File: src/rtl/gpio_irq_pkg.sv
package gpio_irq_pkg;
  localparam int REG_W      = 32;
  localparam int SEL_W      = 8;
  localparam int FILT_W     = 4;
  localparam int NUM_CH     = 8;
  localparam int NUM_REGS   = 4;
  localparam int ADDR_W     = $clog2(NUM_REGS);
  localparam int CH_PER_SEL = REG_W / SEL_W;
  localparam int POL_OFS    = 16;

  typedef enum logic [ADDR_W-1:0] {
    A_SEL_LO = 2'd0,
    A_SEL_HI = 2'd1,
    A_MODE   = 2'd2,
    A_FILT   = 2'd3
  } reg_addr_e;

  typedef struct packed {
    logic [SEL_W-1:0]  sel;
    logic              edge_en;
    logic              pol_low;
    logic [FILT_W-1:0] filt;
  } chan_cfg_t;

  function automatic chan_cfg_t decode_cfg(input logic [REG_W-1:0] sel_lo,
                                           input logic [REG_W-1:0] sel_hi,
                                           input logic [REG_W-1:0] mode,
                                           input logic [REG_W-1:0] filt,
                                           input int k);
    chan_cfg_t c;
    logic [REG_W-1:0] s;
    s         = (k < CH_PER_SEL) ? sel_lo : sel_hi;
    c.sel     = s[SEL_W*(k % CH_PER_SEL) +: SEL_W];
    c.edge_en = mode[k];
    c.pol_low = mode[k + POL_OFS];
    c.filt    = filt[FILT_W*k +: FILT_W];
    return c;
  endfunction

  function automatic logic filt_reached(input logic [FILT_W-1:0] cnt,
                                        input logic [FILT_W-1:0] lim);
    logic [FILT_W:0] nxt;
    nxt = {1'b0, cnt} + 1'b1;
    return (lim == '0) || (nxt >= {1'b0, lim});
  endfunction
endpackage

File: src/rtl/gpio_irq_sync.sv
module gpio_irq_sync #(
  parameter int W      = 64,
  parameter int STAGES = 2
) (
  input  logic         clk,
  input  logic         rst_n,
  input  logic [W-1:0] d_i,
  output logic [W-1:0] q_o
);
  logic [W-1:0] st_q [STAGES];

  always_ff @(posedge clk or negedge rst_n) begin
    if (!rst_n) begin
      for (int i = 0; i < STAGES; i++) st_q[i] <= '0;
    end else begin
      st_q[0] <= d_i;
      for (int i = 1; i < STAGES; i++) st_q[i] <= st_q[i-1];
    end
  end

  assign q_o = st_q[STAGES-1];
endmodule

File: src/rtl/gpio_irq_regs.sv
module gpio_irq_regs
  import gpio_irq_pkg::*;
(
  input  logic                  clk,
  input  logic                  rst_n,
  input  logic                  we_i,
  input  logic [ADDR_W-1:0]     addr_i,
  input  logic [REG_W-1:0]      wdata_i,
  output logic [REG_W-1:0]      rdata_o,
  output chan_cfg_t [NUM_CH-1:0] cfg_o
);
  logic [REG_W-1:0] regs_q [NUM_REGS];

  always_ff @(posedge clk or negedge rst_n) begin
    if (!rst_n) begin
      for (int i = 0; i < NUM_REGS; i++) regs_q[i] <= '0;
    end else if (we_i) begin
      regs_q[addr_i] <= wdata_i;
    end
  end

  assign rdata_o = regs_q[addr_i];

  for (genvar k = 0; k < NUM_CH; k++) begin : g_dec
    assign cfg_o[k] = decode_cfg(regs_q[A_SEL_LO], regs_q[A_SEL_HI],
                                 regs_q[A_MODE], regs_q[A_FILT], k);
  end


  write_lands_chk: assert property (@(posedge clk) disable iff (!rst_n)
    we_i |=> regs_q[$past(addr_i)] == $past(wdata_i));
endmodule

File: src/rtl/gpio_irq_chan.sv
module gpio_irq_chan
  import gpio_irq_pkg::*;
#(
  parameter int NUM_PINS = 64
) (
  input  logic                clk,
  input  logic                rst_n,
  input  logic [NUM_PINS-1:0] pins_i,
  input  chan_cfg_t           cfg_i,
  output logic                irq_o
);
  localparam int IDX_W = (NUM_PINS > 1) ? $clog2(NUM_PINS) : 1;

  logic              sel_valid;
  logic              raw_pin;
  logic              corr;
  logic              differs;
  logic              accept_ev;
  logic              rise_ev;
  logic              filt_q;
  logic              filt_d;
  logic [FILT_W-1:0] cnt_q;

  assign sel_valid = int'(cfg_i.sel) < NUM_PINS;
  assign raw_pin   = sel_valid ? pins_i[cfg_i.sel[IDX_W-1:0]] : 1'b0;
  assign corr      = sel_valid & (raw_pin ^ cfg_i.pol_low);
  assign differs   = corr != filt_q;
  assign accept_ev = differs && filt_reached(cnt_q, cfg_i.filt);
  assign rise_ev   = filt_q & ~filt_d;

  always_ff @(posedge clk or negedge rst_n) begin
    if (!rst_n) begin
      filt_q <= 1'b0;
      filt_d <= 1'b0;
      cnt_q  <= '0;
    end else begin
      filt_d <= filt_q;
      if (accept_ev) begin
        filt_q <= corr;
        cnt_q  <= '0;
      end else if (!differs || cfg_i.filt == '0) begin
        cnt_q  <= '0;
      end else begin
        cnt_q  <= cnt_q + 1'b1;
      end
    end
  end

  assign irq_o = cfg_i.edge_en ? rise_ev : filt_q;


  hold_without_accept_chk: assert property (@(posedge clk) disable iff (!rst_n)
    !accept_ev |=> $stable(filt_q));


  bypass_follows_chk: assert property (@(posedge clk) disable iff (!rst_n)
    (cfg_i.filt == '0) |=> filt_q == $past(corr));


  edge_single_pulse_chk: assert property (@(posedge clk) disable iff (!rst_n)
    (cfg_i.edge_en && irq_o) |=> (!irq_o || !cfg_i.edge_en));
endmodule

File: src/rtl/gpio_irq_router.sv
module gpio_irq_router
  import gpio_irq_pkg::*;
#(
  parameter int NUM_PINS    = 64,
  parameter int SYNC_STAGES = 2
) (
  input  logic                clk,
  input  logic                rst_n,
  input  logic [NUM_PINS-1:0] pins_i,
  input  logic                cfg_we,
  input  logic [ADDR_W-1:0]   cfg_addr,
  input  logic [REG_W-1:0]    cfg_wdata,
  output logic [REG_W-1:0]    cfg_rdata,
  output logic [NUM_CH-1:0]   irq_o
);
  logic [NUM_PINS-1:0]   pins_sync;
  chan_cfg_t [NUM_CH-1:0] cfg;

  gpio_irq_sync #(.W(NUM_PINS), .STAGES(SYNC_STAGES)) u_sync (
    .clk   (clk),
    .rst_n (rst_n),
    .d_i   (pins_i),
    .q_o   (pins_sync)
  );

  gpio_irq_regs u_regs (
    .clk     (clk),
    .rst_n   (rst_n),
    .we_i    (cfg_we),
    .addr_i  (cfg_addr),
    .wdata_i (cfg_wdata),
    .rdata_o (cfg_rdata),
    .cfg_o   (cfg)
  );

  for (genvar k = 0; k < NUM_CH; k++) begin : g_ch
    gpio_irq_chan #(.NUM_PINS(NUM_PINS)) u_chan (
      .clk    (clk),
      .rst_n  (rst_n),
      .pins_i (pins_sync),
      .cfg_i  (cfg[k]),
      .irq_o  (irq_o[k])
    );
  end


  quiet_after_reset_chk: assert property (@(posedge clk)
    $rose(rst_n) |-> irq_o == '0);
endmodule

File: config.mk
export PLATFORM = sky130hd
export DESIGN_NAME = gpio_irq_router
export DESIGN_NICKNAME = d
export VERILOG_FILES = /design/src/rtl/gpio_irq_pkg.sv /design/src/rtl/gpio_irq_sync.sv /design/src/rtl/gpio_irq_regs.sv /design/src/rtl/gpio_irq_chan.sv /design/src/rtl/gpio_irq_router.sv
export SDC_FILE = /design/constraint.sdc
export NUM_CORES = 1
export LEC_CHECK = 0
export BUFFER_PORTS_ARGS = -buffer_cell sky130_fd_sc_hd__buf_2
export CORE_ASPECT_RATIO = 0.75
export CORE_UTILIZATION = 44
export CTS_CLUSTER_SIZE = 25
export DETAILED_ROUTE_END_ITERATION = 10
export PLACE_DENSITY_LB_ADDON = 0.2
export SLEW_MARGIN = 10
export SYNTH_ARGS = -nofsm -noshare
export SYNTH_HDL_FRONTEND = slang
export SYNTH_HIERARCHICAL = 1
export SYNTH_SLANG_ARGS = --single-unit
File: constraint.sdc
create_clock -name clk -period 7.3 [get_ports clk]
set_input_delay 1.095 -clock clk [delete_from_list [all_inputs] [get_ports clk]]
set_output_delay 1.095 -clock clk [all_outputs]
set_load 0.01 [all_outputs]
==> flow_summary.json <==
{
  "met1_length_um": 22000,
  "synth_nets": 1493,
  "seq_area_frac_synth_pct": 42.3,
  "pwr-share-clk_pct": 29.9,
  "cp_num_buf_inv": 3,
  "place_inst": 1782,
  "antenna_left": 0,
  "cp-end-kind": "output pin",
  "place_congestion": 0.875,
  "irDropWorstVdd_v": 0.000237,
  "synth_compound_area_share_pct": 6.57,
  "avgSynthCellArea_um2": 13.3,
  "dieArea_mm2": 0.0417,
  "slowest_stage": "mux4_2",
  "relSlewSlack_pct": 28.5,
  "fin_crit_ns": 3.69,
  "synth_cell_type_count": 39,
  "cts_root_buffer": "clkbuf_16",
  "rsz0062_at_grt": "false",
  "place_hpwl_um": 33400,
  "route.detailed.drc": 0,
  "hold_class": "register to register",
  "clockBufferDepth": 3,
  "reg2reg_from": "u_regs/cfg_o[36]",
  "skew_ns": 0.00894,
  "yosys.area_share.simple_pct": 5.41,
  "synthAdderAreaFrac_pct": 2.79,
  "area_growth_pct": 4.74,
  "clock_latency_ns": 0.57,
  "arrival_ns": 2.60,
  "insertedDiodeCount": 0,
  "overflow": 0,
  "multi_input_area_mm2": 0.00839,
  "syn-instance-count": 1352,
  "clkTransAtPathRegs_ns": 0.06,
  "finalNonFillerCells": 1838,
  "post_cts_buffers": 0,
  "cp.required_ns": 6.20,
  "cts_resized": 0,
  "max-cap-violations": 0,
  "row_count": 63,
  "wl_um": 46900,
  "core-area_mm2": 0.0399,
  "period_share_pct": 50.6,
  "htreeDepth": 1,
  "fmax_ghz": 0.271,
  "power.leakage_nw": 8.18,
  "synth_top_family_by_area": "multiplexers",
  "muxShareOfSynthArea_pct": 31.1,
  "die-height_um": 177,
  "syn_area_mm2": 0.0180,
  "p_per_area_mw_per_mm2": 292,
  "antenna_found_initial": 3,
  "internal-power_mw": 3.70,
  "wl_per_cell_um": 25.5,
  "numPortBuffers": 140,
  "startpoint": "cfg_addr[0]",
  "hold_path.startpoint": "u_sync/st_q[66]",
  "setup_violations": 0,
  "grt_pass1_wl_um": 70800,
  "worst_pin_slew_ns": 1.07,
  "grt_max_degree": 172,
  "path_depth": 4,
  "crit_type": "input port to output pin",
  "holdPathStages": 0,
  "nFillCells": 3518,
  "p_sw_mw": 1.79,
  "ctsHoldBuffers": 0,
  "worstPathCellList": "buf_2 > buf_4 > mux4_2 > buf_2",
  "cts_sinks": 304,
  "sw_frac_of_total_pct": 32.5,
  "hold_viol": 0,
  "seqPwrFrac_pct": 41.3,
  "status": "finished, final reports clean",
  "avgViaCountPerCell": 5.98,
  "drt_first_iter_violations": 1152,
  "cts_made_buffers": 30,
  "ios": 141,
  "met3_length_um": 3740,
  "dr_wl_met2_um": 20200,
  "cts_tree": "built",
  "synth_seq_cells": 304,
  "critical_path.max_stage_delay_ns": 0.64,
  "synth_warnings": 6,
  "crit_family": "buffers and inverters",
  "tns_ns": 0,
  "initial_utilization_pct": 45.0,
  "comb_power_share_pct": 28.8,
  "critPathMaxFanout": 36,
  "grt_use_total_pct": 22.8,
  "first_pass_iters": 5,
  "grt_pass1_vias": 10700,
  "start_kind": "input port",
  "die_x_um": 235,
  "ff_latch_area_mm2": 0.00761,
  "synthXorXnorAreaFrac_pct": 0.780,
  "r2r_cells": 7,
  "critPathMostFrequentCell": "buf_2",
  "maxSlewViolCount": 0,
  "nets": 1435,
  "top_layer": "met5",
  "drive_gt1_share_pct": 35.6,
  "vias": 11000
}
[worst register-to-register path, cell delays in order, from the launching register on]
cell      delay [ns]
dfrtp_1         0.91
mux4_2          0.61
mux2i_1         0.29
a22oi_1         0.11
and4b_1         0.24
nor3_1          0.54
o21ai_0         0.31
a211oi_1        0.28
[per-layer routing]
metal | GRT usage [%] | vias to the layer above
li1 | - | 4810
met1 | 34.1 | 5702
met2 | 33.4 | 403
met3 | 5.96 | 64
met4 | 4.58 | 6
met5 | 0 | -
[final timing paths]
path / slack, ns / to
worst max-delay path: 3.61 / cfg_rdata[21]
worst min-delay path: 0.35 / u_sync/q_o[2]
worst max register to register: 3.93 / g_ch[2].u_chan/cnt_q[1]
worst min register to register: 0.35 / u_sync/q_o[2]
max in group asynchronous: 5.52 / u_sync/q_o[11]
min in group asynchronous: 0.42 / u_sync/st_q[115]
[per-stage QoR]
stage / area [um^2] / setup WS [ns] / power (mW) / util (%) / hold slack, ns
after CTS: 18800 / 3.57 / 5.52 / 47.2 / 0.348
after floorplan: 18000 / 4.22 / 3.48 / - / 0.331
after global placement: 17800 / 3.58 / 3.83 / 44.5 / 0.334
after detailed placement: 17800 / 3.57 / 3.86 / 44.5 / 0.335
final: 18800 / 3.61 / 5.49 / 47.2 / 0.348
after global routing: 18800 / 3.51 / 5.76 / 47.2 / 0.354
[logic make-up (layout without fill, tap and decap cells)]
kind of cell	count (synthesis)	count (layout)
buffers and inverters	308	274
xor gates and xnor gates	16	16
muxes	360	360
and+or+nand+nor	156	156
AOI/OAI and AO/OA	168	168
adders and majority gates	40	40
DFF	304	304
[power by group through the flow]
stage	combinational, mW	clock, mW	sequential, mW
after floorplan	1.44	0	2.04
after global routing	1.71	1.76	2.30
after CTS	1.57	1.69	2.26
after detailed placement	1.57	0	2.29
after global placement	1.54	0	2.29
final	1.58	1.64	2.27
[Yosys cell counts, drive strengths merged]
library cell,instances,area (um^2)
nor3,16,80.1
nand2,8,30.0
xnor2,8,70.1
xor2,8,70.1
nor3b,1,18.8
a31o,8,70.1
o211ai,8,60.1
inv,56,210
buf,233,1690
mux4,136,3180
o221a,8,90.1
or4,8,60.1
o21a,8,60.1
nor4b,8,70.1
or3,8,90.1
clkbuf,19,71.3
a22oi,8,60.1
dfrtp,304,7610
a211oi,32,240
ha,40,500
nand2b,24,150
o21ai,24,120
mux2i,88,881
and4b,8,80.1
a21o,16,120
a311o,8,80.1
a31oi,8,50.1
nand3,17,85.1
mux2,136,1530
a21oi,32,160
nand3b,10,87.6
nor2,32,120
o41ai,8,70.1
nor2b,16,100
[state kept, by name, indices dropped and copies added, names as in the netlist]
signal	count
u_sync/st_q	64
g_ch.u_chan/cnt_q	32
g_ch.u_chan/filt_d	8
u_regs/regs_q	16
u_sync/q_o	64
g_ch.u_chan/filt_q	8
u_regs/cfg_o	112
[area by class of cell]
class	count	area share, %
Clock buffer	40	4.57
Clock inverter	16	1.10
Inverter	56	1.12
Multi-Input combinational cell	740	44.6
Sequential cell	304	40.4
Tap cell	520	3.46
Timing Repair Buffer	162	4.72
[layout by cell type, fill, tap and decap left out, types with 16 or more instances in the layout]
master,Yosys,layout
dfrtp_1,304,304
buf_2,38,139
mux2_2,132,132
mux4_2,104,104
mux2i_1,88,88
inv_1,56,56
ha_1,40,40
a211oi_1,32,32
nor2_1,32,32
mux4_1,32,32
a21oi_1,32,32
clkbuf_16,0,31
o21ai_0,24,24
nand2b_1,24,24
buf_4,186,21
nand3_1,17,16
nor2b_1,16,16
a21o_1,16,16
nor3_1,16,16
Power figures use the tool's default switching activity.
